`src/rtl/bsem_fifo_pkg.sv`:
```
package bsem_fifo_pkg;

  typedef enum logic [1:0] {
    SEM_STRICT = 2'd0,
    SEM_DRAIN  = 2'd1,
    SEM_PASS   = 2'd2
  } sem_mode_e;

  // occupancy after one cycle, given whether a word was stored and whether one was removed
  function automatic int unsigned occ_after(int unsigned occ, logic stored, logic removed);
    int unsigned r;
    r = occ;
    if (stored) r = r + 1;
    if (removed) r = r - 1;
    return r;
  endfunction

endpackage

```
`src/rtl/bsem_fifo_gate.sv`:
```
module bsem_fifo_gate
  import bsem_fifo_pkg::*;
#(
  parameter sem_mode_e MODE = SEM_DRAIN
) (
  input  logic full,
  input  logic empty,
  input  logic enq_en,
  input  logic deq_en,
  output logic enq_rdy,
  output logic deq_rdy,
  output logic enq_fire,
  output logic deq_fire,
  output logic pass_thru
);

  always_comb begin
    unique case (MODE)
      SEM_DRAIN: begin
        enq_rdy = !full || deq_en;
        deq_rdy = !empty;
      end
      SEM_PASS: begin
        enq_rdy = !full;
        deq_rdy = !empty || enq_en;
      end
      default: begin
        enq_rdy = !full;
        deq_rdy = !empty;
      end
    endcase
  end

  assign enq_fire  = enq_en && enq_rdy;
  assign deq_fire  = deq_en && deq_rdy;
  assign pass_thru = (MODE == SEM_PASS) && empty && enq_fire && deq_fire;

endmodule

```
`src/rtl/bsem_fifo_ptrs.sv`:
```
module bsem_fifo_ptrs
  import bsem_fifo_pkg::*;
#(
  parameter int DEPTH = 4,
  localparam int PW = (DEPTH > 1) ? $clog2(DEPTH) : 1,
  localparam int CW = $clog2(DEPTH + 1)
) (
  input  logic          clk,
  input  logic          rst_n,
  input  logic          wr,
  input  logic          rd,
  output logic [PW-1:0] head,
  output logic [PW-1:0] tail,
  output logic [CW-1:0] occ,
  output logic          full,
  output logic          empty
);

  function automatic logic [PW-1:0] step(input logic [PW-1:0] p);
    if (p == PW'(DEPTH - 1)) return '0;
    return p + 1'b1;
  endfunction

  logic [PW-1:0] head_q, tail_q;
  logic [CW-1:0] occ_q;

  always_ff @(posedge clk) begin
    if (!rst_n) begin
      head_q <= '0;
      tail_q <= '0;
      occ_q  <= '0;
    end else begin
      if (wr) tail_q <= step(tail_q);
      if (rd) head_q <= step(head_q);
      occ_q <= CW'(occ_after(int'(occ_q), wr, rd));
    end
  end

  assign head  = head_q;
  assign tail  = tail_q;
  assign occ   = occ_q;
  assign full  = (occ_q == CW'(DEPTH));
  assign empty = (occ_q == '0);

endmodule

```
`src/rtl/bsem_fifo_store.sv`:
```
module bsem_fifo_store #(
  parameter int DEPTH = 4,
  parameter int WIDTH = 8,
  localparam int PW = (DEPTH > 1) ? $clog2(DEPTH) : 1
) (
  input  logic             clk,
  input  logic             we,
  input  logic [PW-1:0]    waddr,
  input  logic [WIDTH-1:0] wdata,
  input  logic [PW-1:0]    raddr,
  output logic [WIDTH-1:0] rdata
);

  logic [WIDTH-1:0] slot_q [DEPTH];

  for (genvar i = 0; i < DEPTH; i++) begin : g_slot
    always_ff @(posedge clk) begin
      if (we && (waddr == PW'(i))) slot_q[i] <= wdata;
    end
  end

  assign rdata = slot_q[raddr];

endmodule

```
`src/rtl/bsem_fifo.sv`:
```
module bsem_fifo
  import bsem_fifo_pkg::*;
#(
  parameter int        DEPTH = 4,
  parameter int        WIDTH = 8,
  parameter sem_mode_e MODE  = SEM_DRAIN
) (
  input  logic             clk,
  input  logic             rst_n,
  input  logic             enq_en,
  input  logic [WIDTH-1:0] enq_data,
  output logic             enq_rdy,
  input  logic             deq_en,
  output logic [WIDTH-1:0] deq_data,
  output logic             deq_rdy
);

  localparam int PW = (DEPTH > 1) ? $clog2(DEPTH) : 1;
  localparam int CW = $clog2(DEPTH + 1);

  logic          full, empty;
  logic          enq_fire, deq_fire, pass_thru;
  logic          wr, rd;
  logic [PW-1:0] head, tail;
  logic [CW-1:0] occ;
  logic [WIDTH-1:0] stored_word;

  bsem_fifo_gate #(.MODE(MODE)) gate_i (
    .full      (full),
    .empty     (empty),
    .enq_en    (enq_en),
    .deq_en    (deq_en),
    .enq_rdy   (enq_rdy),
    .deq_rdy   (deq_rdy),
    .enq_fire  (enq_fire),
    .deq_fire  (deq_fire),
    .pass_thru (pass_thru)
  );

  // a passed-through word touches neither storage nor pointers
  assign wr = enq_fire && !pass_thru;
  assign rd = deq_fire && !pass_thru;

  bsem_fifo_ptrs #(.DEPTH(DEPTH)) ptrs_i (
    .clk   (clk),
    .rst_n (rst_n),
    .wr    (wr),
    .rd    (rd),
    .head  (head),
    .tail  (tail),
    .occ   (occ),
    .full  (full),
    .empty (empty)
  );

  bsem_fifo_store #(.DEPTH(DEPTH), .WIDTH(WIDTH)) store_i (
    .clk   (clk),
    .we    (wr),
    .waddr (tail),
    .wdata (enq_data),
    .raddr (head),
    .rdata (stored_word)
  );

  if (MODE == SEM_PASS) begin : g_pass_mux
    assign deq_data = empty ? enq_data : stored_word;
  end else begin : g_plain_out
    assign deq_data = stored_word;
  end

endmodule

```
`config.mk`:
```
export PLATFORM = sky130hd
export DESIGN_NAME = bsem_fifo
export DESIGN_NICKNAME = d
export VERILOG_FILES = /design/src/rtl/bsem_fifo_pkg.sv /design/src/rtl/bsem_fifo_gate.sv /design/src/rtl/bsem_fifo_ptrs.sv /design/src/rtl/bsem_fifo_store.sv /design/src/rtl/bsem_fifo.sv
export SDC_FILE = /design/constraint.sdc
export NUM_CORES = 1
export LEC_CHECK = 0
export BUFFER_PORTS_ARGS = -buffer_cell sky130_fd_sc_hd__buf_2
export CAP_MARGIN = 10
export CELL_PAD_IN_SITES_DETAIL_PLACEMENT = 1
export CELL_PAD_IN_SITES_GLOBAL_PLACEMENT = 1
export CORE_MARGIN = 3
export CORE_UTILIZATION = 51
export CTS_CLUSTER_DIAMETER = 120
export DETAILED_ROUTE_END_ITERATION = 16
export GPL_TIMING_DRIVEN = 0
export PLACE_DENSITY_LB_ADDON = 0.25
export SYNTH_ARGS = -nofsm -noshare
export SYNTH_HDL_FRONTEND = slang
export SYNTH_SLANG_ARGS = --single-unit
```
`constraint.sdc`:
```
create_clock -name clk -period 4.35 [get_ports clk]
set_clock_uncertainty 0.15 [all_clocks]
set_input_delay 0.6525 -clock clk [delete_from_list [all_inputs] [get_ports clk]]
set_output_delay 0.6525 -clock clk [all_outputs]
set_load 0.03 [all_outputs]
```
==> impl_metrics.py <==
metrics = {
    "setup_path": {
        "crit_path_end_kind": "flip-flop",
        "crit_fanout": 5,
        "cp.arrival_ns": 2.72,
        "crit_type": "flip-flop to flip-flop",
        "cp.required_ns": 4.46,
        "crit_path_start_kind": "flip-flop",
    },
    "cells_and_area": {
        "nNetsFinal": 155,
        "fin_cells": 180,
        "area_growth_pct": 12.03,
        "drive_gt1_share_pct": 30.88,
        "antennaDiodeCount": 0,
        "final_area_um2": 1957,
        "final_core_util_pct": 62.06,
    },
    "timing": {
        "min_period_over_period_pct": 59.96,
        "maxSlewViolCount": 0,
        "fmax_mhz": 383.4,
        "tightest_slew_ns": 0.4854,
        "fin_crit_ns": 2.608,
        "tns_ns": 0,
        "rsz0062_at_grt": "false",
        "relSlewSlack_pct": 67.20,
        "hold_viol": 0,
        "setup_viol": 0,
    },
    "global_routing": {
        "grt_use_total_pct": 17.91,
        "grt_max_degree": 14,
        "antenna_found_initial": 0,
        "grt_pass1_vias": 1113,
        "grt_first_pass_wirelength_um": 5402,
        "grt_overflow_total": 0,
    },
    "route": {
        "vias": 1015,
        "ant_nets": 0,
        "routedWlPerCell_um": 18.75,
        "drt_pass1_iterations": 3,
        "routed_wl_um": 3375,
        "post-route-drc-count": 0,
        "vias_per_cell": 5.639,
        "first_iter_violations": 31,
    },
    "placed_design": {
        "port_buffers": 20,
        "placed_cells": 172,
        "dpl_cell_area_um2": 1902,
        "place_hpwl_um": 2509,
        "gp_congestion": 0.7870,
    },
    "run": {
        "drv_cap": 0,
    },
    "power_and_ir_drop": {
        "power.density_cell_area_nw_per_um2": 524.1,
        "power_leakage_nw": 0.7225,
        "vdd_drop_max_mv": 0.3178,
    },
    "logic_synthesis": {
        "yosysUniqueCellTypes": 29,
        "synth_edf_count": 32,
        "synth_area_um2": 1747,
        "yosys-top-cells-area": "edfxtp_1, dfxtp_1, mux4_2, ha_1, inv_1",
        "synthMostInstantiatedCell": "edfxtp_1",
        "ys.flop_type": "edfxtp_1",
        "ys_ff_latch": 41,
        "seq_area_frac_synth_pct": 65.33,
        "synth_warnings": 0,
        "syn-num-nets": 128,
        "avgSynthCellArea_um2": 16.17,
        "netlist_instances": 108,
        "synthArstFlopShare_pct": 0,
        "yosys-top-cells-count": "edfxtp_1, dfxtp_1, inv_1",
        "synth_top_area_share_pct": 55.01,
        "synth_top_area_cell": "edfxtp_1",
    },
    "die": {
        "num_rows": 20,
        "dieArea_um2": 4163,
        "die_h_um": 64.52,
        "io-pin-count": 22,
        "start_util_pct": 55.40,
        "die_w_um": 64.52,
        "core_area_um2": 3153,
    },
    "cts": {
        "cts_buffer_depth": 2,
        "clkTransAtPathRegs_ns": 0.12,
        "cts_tree": "done",
        "htreeDepth": 2,
        "cts_buffers": 5,
        "cts_resized": 0,
        "clock_sinks": 41,
        "clkLatencyLatePin_ns": 0.34,
        "post_cts_buffers": 0,
        "root_buffer": "clkbuf_4",
        "holdBufCountCts": 0,
    },
    "hold_path": {
        "hold_class": "input pin to flip-flop",
    },
    "status": {
        "status": "complete, no violations",
    },
}
==> power breakdown <==
group | internal (W) | switching (W)
sequential | 0.000464 | 0.0000237
clock | 0.0000610 | 0.000119
combinational | 0.000142 | 0.000216
total | 0.000666 | 0.000359
==> metal layers <==
layer / track usage (%) / vias to the layer above / wire length, µm
li1: - / 473 / -
met1: 17.23 / 513 / 1298
met5: 0 / - / 0
met3: 5.546 / 8 / 141
met4: 6.332 / 0 / 61
met2: 35.18 / 21 / 1873
==> worst paths after layout <==
| check | from | to | slack, ns | depth (start not counted) |
|---|---|---|---|---|
| min | enq_data[7] | store_i.slot_q[3][7] | 0.36 | 1 |
| max | ptrs_i.occ[0] | ptrs_i.occ[2] | 1.74 | 9 |
| min reg2reg | ptrs_i.head[1] | ptrs_i.head[1] | 0.37 | 2 |
| max reg2reg | ptrs_i.occ[0] | ptrs_i.occ[2] | 1.74 | 9 |
==> registers in the layout (all words and copies together), names as in the netlist, named ones only <==
| signal | count |
|---|---|
| ptrs_i.head | 2 |
| store_i.slot_q | 32 |
| ptrs_i.tail | 2 |
| ptrs_i.occ | 3 |
==> area by class of cell <==
| class | count | area, µm² |
|---|---|---|
| clock inverter | 3 | 17.52 |
| tap | 44 | 55.05 |
| multi-input combinational | 53 | 538.0 |
| inverter | 10 | 40.04 |
| clock buffer | 5 | 37.54 |
| fill | 324 | 1196 |
| buffer | 4 | 27.53 |
| timing repair buffer | 20 | 100.1 |
| sequential | 41 | 1141 |
==> per-stage QoR <==
step                hold slack [ns]   power, W  worst slack [ns]
finish                       0.3628   0.001026             1.742
floorplan                    0.3217  0.0007613             1.896
CTS                          0.3503   0.001040             1.780
global route                 0.3458   0.001090             1.529
global placement             0.3400  0.0008331             1.815
detailed placement           0.3558  0.0008597             1.651
==> worst max-delay path: stages, from the launching register on <==
cell	delay, ns
dfxtp_1	0.41
inv_1	0.06
ha_1	0.25
and3b_4	0.24
o21ai_0	0.20
and2_1	0.17
ha_1	0.19
nor4bb_1	0.49
a221oi_1	0.12
a311oi_1	0.26
==> layout by cell type, fill, tap and decap left out <==
cell type   synthesis  routed
edfxtp_1           32      32
buf_2               1      21
inv_1               9       9
dfxtp_1             9       9
mux4_2              8       8
ha_1                8       8
o21ai_0             6       6
clkbuf_4            0       5
and3_1              4       4
nand3_1             4       4
a21oi_1             4       4
nor2b_1             3       3
or4_1               2       2
a221oi_1            2       2
clkinv_2            0       2
buf_6               1       1
and3b_4             1       1
inv_4               1       1
and4b_1             1       1
a211oi_4            1       1
buf_1               1       1
buf_4               1       1
and2_1              1       1
mux2i_1             1       1
nor4bb_1            1       1
nor3b_1             1       1
a311o_1             1       1
nand2_1             1       1
a311oi_1            1       1
nor2_1              1       1
a32oi_1             1       1
clkinvlp_4          0       1
==> cell families (layout without fill, tap and decap cells) <==
| kind of cell | after synthesis | in the layout | synth area share (%) |
|---|---|---|---|
| adder cells (fa/ha/maj) | 8 | 8 | 5.731 |
| buffers and inverters | 14 | 42 | 3.868 |
| AO/OA/AOI/OAI | 16 | 16 | 6.591 |
| flip-flops | 41 | 41 | 65.33 |
| AND/OR/NAND/NOR | 20 | 20 | 7.593 |
| multiplexers | 9 | 9 | 10.89 |
(Power assumes the default switching activity.)
